<file path="src/rtl/cfg_loader_pkg.sv">
package cfg_loader_pkg;

  // Classification of one bus cycle after address and guard checks.
  typedef enum logic [1:0] {
    WK_NONE  = 2'd0,
    WK_BIT   = 2'd1,
    WK_ABORT = 2'd2
  } wr_kind_e;

endpackage

</file>
<file path="src/rtl/cfg_addr_decode.sv">
module cfg_addr_decode
  import cfg_loader_pkg::*;
#(
  parameter int ADDR_W = 16,
  parameter int DATA_W = 8,
  parameter int IDX_W  = 2
) (
  input  logic              wr,
  input  logic [ADDR_W-1:0] addr,
  input  logic [DATA_W-1:0] data,
  input  logic              allowed,
  output wr_kind_e          kind,
  output logic [IDX_W-1:0]  idx,
  output logic              bit_in
);

  logic in_window;

  assign in_window = addr[ADDR_W-1];
  assign idx       = addr[ADDR_W-2 -: IDX_W];
  assign bit_in    = data[0];

  always_comb begin
    kind = WK_NONE;
    if (wr && in_window && allowed)
      kind = data[DATA_W-1] ? WK_ABORT : WK_BIT;
  end

endmodule

</file>
<file path="src/rtl/cfg_guard_timer.sv">
module cfg_guard_timer #(
  parameter int GUARD_CYCLES = 2
) (
  input  logic clk,
  input  logic rst,
  input  logic abort_hit,
  output logic open
);

  localparam int CNT_W = $clog2(GUARD_CYCLES + 1);

  logic [CNT_W-1:0] since_abort;

  assign open = (since_abort >= CNT_W'(GUARD_CYCLES));

  // Saturates at GUARD_CYCLES, so it never wraps back into the window.
  always_ff @(posedge clk) begin
    if (rst)
      since_abort <= CNT_W'(GUARD_CYCLES);
    else if (abort_hit)
      since_abort <= CNT_W'(1);
    else if (!open)
      since_abort <= since_abort + CNT_W'(1);
  end

endmodule

</file>
<file path="src/rtl/cfg_shift_buffer.sv">
module cfg_shift_buffer
  import cfg_loader_pkg::*;
#(
  parameter int REG_W = 5
) (
  input  logic             clk,
  input  logic             rst,
  input  wr_kind_e         kind,
  input  logic             bit_in,
  output logic             done,
  output logic [REG_W-1:0] value
);

  localparam int CNT_W = $clog2(REG_W);

  logic [REG_W-1:0] acc;
  logic [CNT_W-1:0] fill;

  assign done  = (kind == WK_BIT) && (fill == CNT_W'(REG_W - 1));
  assign value = acc | (REG_W'(bit_in) << fill);

  always_ff @(posedge clk) begin
    if (rst || kind == WK_ABORT || done) begin
      acc  <= '0;
      fill <= '0;
    end else if (kind == WK_BIT) begin
      acc  <= value;
      fill <= fill + CNT_W'(1);
    end
  end

endmodule

</file>
<file path="src/rtl/cfg_reg_bank.sv">
module cfg_reg_bank
  import cfg_loader_pkg::*;
#(
  parameter int               NUM_REGS  = 4,
  parameter int               REG_W     = 5,
  parameter logic [REG_W-1:0] RESET0    = 5'h1F,
  parameter logic [REG_W-1:0] ABORT_SET = 5'h0C
) (
  input  logic                      clk,
  input  logic                      rst,
  input  wr_kind_e                  kind,
  input  logic                      load,
  input  logic [$clog2(NUM_REGS)-1:0] load_idx,
  input  logic [REG_W-1:0]          load_val,
  output logic [NUM_REGS*REG_W-1:0] regs
);

  localparam int IDX_W = $clog2(NUM_REGS);

  for (genvar i = 0; i < NUM_REGS; i++) begin : g_reg
    logic [REG_W-1:0] q;
    always_ff @(posedge clk) begin
      if (rst)
        q <= (i == 0) ? RESET0 : '0;
      else if (load && load_idx == IDX_W'(i))
        q <= load_val;
      else if (i == 0 && kind == WK_ABORT)
        q <= q | ABORT_SET;
    end
    assign regs[i*REG_W +: REG_W] = q;
  end

endmodule

</file>
<file path="src/rtl/serial_cfg_loader.sv">
module serial_cfg_loader
  import cfg_loader_pkg::*;
#(
  parameter int               ADDR_W       = 16,
  parameter int               DATA_W       = 8,
  parameter int               NUM_REGS     = 4,
  parameter int               REG_W        = 5,
  parameter int               GUARD_CYCLES = 2,
  parameter logic [REG_W-1:0] RESET0       = 5'h1F,
  parameter logic [REG_W-1:0] ABORT_SET    = 5'h0C
) (
  input  logic                          clk,
  input  logic                          rst,
  input  logic                          cpu_wr,
  input  logic [ADDR_W-1:0]             cpu_addr,
  input  logic [DATA_W-1:0]             cpu_data,
  output logic [NUM_REGS*REG_W-1:0]     cfg_regs,
  output logic                          commit_valid,
  output logic [$clog2(NUM_REGS)-1:0]   commit_idx
);

  localparam int IDX_W = $clog2(NUM_REGS);

  wr_kind_e         kind;
  logic [IDX_W-1:0] idx;
  logic             bit_in;
  logic             wr_open;
  logic             done;
  logic [REG_W-1:0] value;

  cfg_addr_decode #(
    .ADDR_W (ADDR_W),
    .DATA_W (DATA_W),
    .IDX_W  (IDX_W)
  ) u_dec (
    .wr      (cpu_wr),
    .addr    (cpu_addr),
    .data    (cpu_data),
    .allowed (wr_open),
    .kind    (kind),
    .idx     (idx),
    .bit_in  (bit_in)
  );

  cfg_guard_timer #(
    .GUARD_CYCLES (GUARD_CYCLES)
  ) u_guard (
    .clk       (clk),
    .rst       (rst),
    .abort_hit (kind == WK_ABORT),
    .open      (wr_open)
  );

  cfg_shift_buffer #(
    .REG_W (REG_W)
  ) u_shift (
    .clk    (clk),
    .rst    (rst),
    .kind   (kind),
    .bit_in (bit_in),
    .done   (done),
    .value  (value)
  );

  cfg_reg_bank #(
    .NUM_REGS  (NUM_REGS),
    .REG_W     (REG_W),
    .RESET0    (RESET0),
    .ABORT_SET (ABORT_SET)
  ) u_bank (
    .clk      (clk),
    .rst      (rst),
    .kind     (kind),
    .load     (done),
    .load_idx (idx),
    .load_val (value),
    .regs     (cfg_regs)
  );

  always_ff @(posedge clk) begin
    if (rst) begin
      commit_valid <= 1'b0;
      commit_idx   <= '0;
    end else begin
      commit_valid <= done;
      commit_idx   <= done ? idx : commit_idx;
    end
  end

endmodule

</file>
<file path="config.mk">
export PLATFORM = sky130hd
export DESIGN_NAME = serial_cfg_loader
export DESIGN_NICKNAME = d
export VERILOG_FILES = /design/src/rtl/cfg_loader_pkg.sv /design/src/rtl/cfg_addr_decode.sv /design/src/rtl/cfg_guard_timer.sv /design/src/rtl/cfg_shift_buffer.sv /design/src/rtl/cfg_reg_bank.sv /design/src/rtl/serial_cfg_loader.sv
export SDC_FILE = /design/constraint.sdc
export NUM_CORES = 1
export LEC_CHECK = 0
export ABC_AREA = 1
export BUFFER_PORTS_ARGS = -buffer_cell sky130_fd_sc_hd__buf_2
export CELL_PAD_IN_SITES_DETAIL_PLACEMENT = 0
export CELL_PAD_IN_SITES_GLOBAL_PLACEMENT = 1
export CORE_MARGIN = 1
export CORE_UTILIZATION = 31
export DETAILED_ROUTE_END_ITERATION = 8
export PLACE_DENSITY_LB_ADDON = 0.1
export SLEW_MARGIN = 10
export SYNTH_ARGS = -nofsm -noshare
export SYNTH_HDL_FRONTEND = slang
export SYNTH_SLANG_ARGS = --single-unit
</file>
<file path="constraint.sdc">
create_clock -name clk -period 1.3 [get_ports clk]
set_input_delay 0.195 -clock clk [delete_from_list [all_inputs] [get_ports clk]]
set_output_delay 0.195 -clock clk [all_outputs]
set_load 0.02 [all_outputs]
</file>
== Word-level counts from Yosys, hierarchy flattened ==
Index checks and enable logic that the tools add are counted.

* Register bits: 33
* Bits of input ports: 27
* Output and inout port bits: 23
* Logic and storage cells: 39

* Add/subtract/negate cells: 2
* $lt $le $gt $ge: 1
* Eq/ne operators: 7
* Shift operators: 1
* Mux-type cells: 6
* Bitwise logic cells: 1
* Reduce and logical (&&, ||, !) cells: 11

{| class="wikitable"
|+ Operator list
! cell !! number
|-
| $mux 2 || 4
|-
| $logic_and 1x1->1 || 7
|-
| $eq 2x2->1 const B || 3
|-
| $mux 5 || 1
|-
| $or 5x5->5 || 1
|-
| $shl 1x3->5 || 1
|-
| $eq 2x1->1 const B || 2
|-
| $mux 4 || 1
|-
| $add 3x1->3 const B || 1
|-
| $eq 3x3->1 const B || 1
|-
| $add 2x1->2 const B || 1
|-
| $ge 2x2->1 const B || 1
|-
| $logic_not 2->1 || 1
|-
| $logic_or 1x1->1 || 2
|-
| $ne 2x1->1 const B || 1
|-
| $reduce_bool 2->1 || 1
|}

== Depth between registers and ports, before layout ==
* Depth in word-level cells: 7
* Gate-level depth with buffers: 10
* Gate-level depth less buffers: 9

== Modules after synthesis ==
Synthesis repeated with hierarchy kept, for this count alone.

* Cells, all modules: 215
* Area, all modules: 1552.7 µm²

{| class="wikitable"
|+ Modules (own cells, without submodules)
! module !! instances !! cells each !! area an instance (µm²) !! sequential area each (µm²)
|-
| cfg_reg_bank || 1 || 104 || 813.3 || 400.4
|-
| cfg_shift_buffer || 1 || 70 || 476.7 || 160.2
|-
| serial_cfg_loader || 1 || 18 || 116.4 || 60.1
|-
| cfg_guard_timer || 1 || 16 || 107.6 || 40.0
|-
| cfg_addr_decode || 1 || 7 || 38.8 || 0.0
|}

== Least setup slack after synthesis ==
Ideal clock, no wire load.

* Path kind: register -> register
* Start point: register u_guard.since_abort[0]
* End point: register u_bank.g_reg[0].q[3]
* Library setup time: 118 ps
* Arrival: 1159 ps
* Setup slack: 23 ps
* Stages on the path, launching flop included: 11
* Buffers on the path: 1
* Period minus slack after synthesis: 1277 ps
* Cells stage by stage: dfxtp_1 -> inv_1 -> ha_1 -> inv_1 -> nand2_2 -> nand3_4 -> nor2_4 -> buf_6 -> nand3b_1 -> nand2_1 -> nand2_1

* Longest elaborated chain between the ends: 7

{| class="wikitable"
|+ Ends and longest elaborated chain
! element !! RTL line !! source
|-
| start: declaration || cfg_guard_timer.sv:12 || <nowiki>logic [CNT_W-1:0] since_abort;</nowiki>
|-
| start signal: assignment || cfg_guard_timer.sv:19 || <nowiki>since_abort <= CNT_W'(GUARD_CYCLES);</nowiki>
|-
| start signal: assignment || cfg_guard_timer.sv:23 || <nowiki>since_abort <= since_abort + CNT_W'(1);</nowiki>
|-
| $ge 2x2->1 (*) || cfg_guard_timer.sv:14 || <nowiki>assign open = (since_abort >= CNT_W'(GUARD_CYCLES));</nowiki>
|-
| $logic_and 1x1->1 (*) || cfg_addr_decode.sv:25 || <nowiki>if (wr && in_window && allowed)</nowiki>
|-
| $mux 2 (*) || cfg_addr_decode.sv:25 ||
|-
| $eq 2x1->1 || cfg_shift_buffer.sv:19 || <nowiki>assign done = (kind == WK_BIT) && (fill == CNT_W'(REG_W - 1));</nowiki>
|-
| $logic_and 1x1->1 || cfg_shift_buffer.sv:19 ||
|-
| $logic_and 1x1->1 || cfg_reg_bank.sv:25 || <nowiki>else if (load && load_idx == IDX_W'(i))</nowiki>
|-
| $mux 5 or $reduce_bool 2->1 (tied branches) || n/a ||
|-
| end signal: assignment || cfg_reg_bank.sv:24 || <nowiki>q <= (i == 0) ? RESET0 : '0;</nowiki>
|-
| end signal: assignment || cfg_reg_bank.sv:26 || <nowiki>q <= load_val;</nowiki>
|-
| end signal: assignment || cfg_reg_bank.sv:28 || <nowiki>q <= q | ABORT_SET;</nowiki>
|-
| end: declaration || cfg_reg_bank.sv:21 || <nowiki>logic [REG_W-1:0] q;</nowiki>
|}

Mark *: on every way between the ends. The rest lies on a longest branch, timed or not. The select of a mux whose other input is x is not followed.
A chain may end at the register's enable or synchronous reset.

== Worst setup path in the final report ==
* Start point: register u_guard.since_abort[0]
* End point: register u_bank.g_reg[1].q[2]

* Longest elaborated chain between the ends: 6

{| class="wikitable"
|+ Ends and longest elaborated chain
! element !! RTL line
|-
| $ge 2x2->1 || cfg_guard_timer.sv:14
|-
| $logic_and 1x1->1 || cfg_addr_decode.sv:25
|-
| $mux 2 || cfg_addr_decode.sv:25
|-
| $eq 2x1->1 || cfg_shift_buffer.sv:19
|-
| $logic_and 1x1->1 || cfg_shift_buffer.sv:19
|-
| $logic_and 1x1->1 || cfg_reg_bank.sv:25
|-
| end signal: assignment || cfg_reg_bank.sv:24
|-
| end signal: assignment || cfg_reg_bank.sv:26
|-
| end signal: assignment || cfg_reg_bank.sv:28
|-
| end: declaration || cfg_reg_bank.sv:21
|}

No other way between the ends.

==> flow_summary.json <==
{
  "dpl.hpwl_um": 2748,
  "grt.busiest_layer": "met2",
  "dr_total_vias": 1441,
  "nNetsFinal": 281,
  "die_h_um": 69.57,
  "drive_gt1_share_pct": 40.48,
  "area_growth_pct": 47.75,
  "drc_errors": 0,
  "gr-total-overflow": 0,
  "multi_input_area_um2": 750.7,
  "fp-row-count": 24,
  "die_area_um2": 4839,
  "critPathBufInv": 3,
  "fill_cells": 440,
  "p_per_area_nw_per_um2": 1053,
  "holdCritPathClass": "in2reg",
  "cts_tree": "done",
  "final.min_clock_period_ps": 1346,
  "wl_per_cell_um": 12.31,
  "grt_use_met2_pct": 26.43,
  "cts_inserted_buffers": 5,
  "yosys_warnings": 0,
  "drt-total-wl_um": 3743,
  "skew_ps": 5.676,
  "routed_via_density": 4.740,
  "dr.first_iter.drc_count": 61,
  "syn_avg_cell_area_um2": 7.649,
  "clk_pin_slew_ps": 70,
  "relSlewSlack_pct": 79.06,
  "placed_cells": 286,
  "io_buffers": 30,
  "antenna_left": 0,
  "rsz0062_at_grt": "yes",
  "r2r_slack_ps": -50,
  "grt_use_met1_pct": 20.37,
  "num_io_pins": 50,
  "final_common_cell": "nand2_1",
  "fin_ws_ps": -45.63,
  "end_kind": "flip-flop",
  "layout_common_cells": "nand2_1 (36), dfxtp_1 (31), buf_2 (30), buf_4 (28), nand3_1 (24)",
  "p_leak_nw": 0.9565,
  "synth_area_um2": 1415,
  "slew_viol_final": 0,
  "drt_pass1_iterations": 4,
  "start_util_pct": 32.28,
  "path_class": "reg2reg",
  "vdd_ir_drop_max_v": 0.0004105,
  "max_freq_mhz": 743.1,
  "cp.required_ps": 1520,
  "clock_path_buffers": 2,
  "drv_cap": 0,
  "die_w_um": 69.57,
  "fin_crit_sh_pct": 103.5,
  "outcome": "finished, violations left",
  "regArea_um2": 663.1,
  "num_antenna_cells": 0,
  "violations": "negative setup slack",
  "grt_max_degree": 19,
  "crit_chain": "inv_2 -> ha_4 -> inv_2 -> nand2_4 -> nand3_4 -> nor2_4 -> buf_12 -> nand3_1 -> a21oi_1",
  "crit_top_cell": "inv_2",
  "setup_tns_ps": -459.8,
  "clk_latency_ps": 280,
  "startpoint_type": "flip-flop",
  "postSynthCellCount": 185,
  "yosysSeqAreaShare_pct": 46.68,
  "root_buffer": "clkbuf_8",
  "grt_pass1_vias": 1382,
  "grtUsageMet3_pct": 3.488,
  "place_congestion": 0.7175,
  "grt_usage_pct": 16.32,
  "worstPathArrival_ps": 1560,
  "clock-sinks": 33,
  "yosys_register_bits": 33,
  "core_area_um2": 4384,
  "cpPeakStageDelay_ps": 320,
  "setup_viol": 16,
  "grt_pass1_wl_um": 6147,
  "hold_violations": 0,
  "tightest_slew_ps": 313.4,
  "h-tree-depth": 2,
  "yosysUniqueCellTypes": 24,
  "fin_cells": 304,
  "crit_family": "simple AND/OR/NAND/NOR gates",
  "path_max_fanout": 18,
  "syn-num-nets": 215,
  "fin_util_pct": 47.69,
  "crit_path_top_delay_cell": "dfxtp_2",
  "antenna_found_initial": 0
}
[through the flow]
| step | setup slack (ps) | total power (W) | cell area [µm²] | hold slack, ps |
|---|---|---|---|---|
| after floorplan | 22.81 | 0.001118 | 1415 | 379.6 |
| after global placement | -192.1 | 0.001185 | 1784 | 450.9 |
| after detailed placement | -263.1 | 0.001190 | 1784 | 457.3 |
| after CTS | -70.78 | 0.002204 | 2006 | 246.9 |
| after global routing | -149.5 | 0.002299 | 2091 | 270.7 |
| final | -45.63 | 0.002202 | 2091 | 257.6 |
[synth_stat cells]
cell type | n | area (µm²)
a21oi_1 | 23 | 115.1
a31oi_1 | 1 | 6.260
buf_2 | 1 | 5.000
buf_6 | 2 | 22.52
clkbuf_1 | 1 | 3.750
clkinv_1 | 1 | 3.750
dfxtp_1 | 33 | 660.6
ha_1 | 3 | 37.54
inv_1 | 14 | 52.55
inv_2 | 3 | 11.26
nand2_1 | 43 | 161.4
nand2_2 | 1 | 6.260
nand3_1 | 26 | 130.1
nand3_2 | 1 | 10.01
nand3_4 | 1 | 17.52
nand3b_1 | 1 | 7.510
nand4_1 | 4 | 25.02
nor2_1 | 14 | 52.55
nor2_2 | 2 | 12.51
nor2_4 | 1 | 11.26
o21ai_0 | 3 | 15.01
o21ai_2 | 1 | 8.760
o21bai_1 | 4 | 30.03
xor2_1 | 1 | 8.760
[final timing paths]
path / depth (start not counted) / from / endpoint
setup / recovery: 9 / u_guard.since_abort[0]$_SDFFE_PP0P_ / u_bank.g_reg[1].q[2]$_SDFFE_PP0P_
hold / removal: 3 / cpu_addr[14] / commit_idx[1]$_SDFFE_PP0P_
setup reg to reg: 9 / u_guard.since_abort[0]$_SDFFE_PP0P_ / u_bank.g_reg[1].q[2]$_SDFFE_PP0P_
hold reg to reg: 2 / u_bank.g_reg[3].q[0]$_SDFFE_PP0P_ / u_bank.g_reg[3].q[0]$_SDFFE_PP0P_
[sequential cells by signal (all words and copies together) (netlist names)]
signal	cells
u_guard.since_abort	2
commit_valid	1
commit_idx	2
u_shift.fill	3
u_bank.g.q	20
u_shift.acc	5
[tightest hold or removal path, delay by kind of cell]
family / cells / cell delay [ps]
buffers and inverters: 2 / 220
AOI/OAI and AO/OA: 1 / 70
[kinds of logic after synthesis]
| logic type | Yosys count | share of synthesized area, % |
|---|---|---|
| and+or+nand+nor | 94 | 30.68 |
| xor gates and xnor gates | 1 | 0.6190 |
| buffers and inverters | 22 | 6.984 |
| adders and majority gates | 3 | 2.653 |
| DFF | 33 | 46.68 |
| AOI/OAI and AO/OA | 32 | 12.38 |
[layout make-up]
cell class	instances	share of cell area, %
clock inverters	1	1.436
multi-input cells	130	35.91
inverters	18	3.351
clock buffers	7	4.129
repair buffers	63	20.35
flip-flops and latches	33	31.72
well taps	52	3.112
[layer usage]
layer / part of all wire [%] / vias to the layer above
li1: - / 740
met1: 46 / 664
met2: 48 / 27
met3: 3.5 / 10
met4: 2.6 / 0
met5: 0 / -
[report_power, final]
part | internal, W | switching (W)
Combinational | 0.0000860 | 0.000109
Clock | 0.000625 | 0.000360
Sequential | 0.00102 | 0.00000453
[timing repair]
item | in CTS | in global routing
gates resized for setup | 15 | 20
hold buffers | 0 | 0
pin swaps | 8 | 7
buffers inserted | 9 | 3
endpoints found under the setup margin | 32 | 32
(Power assumes the default switching activity.)
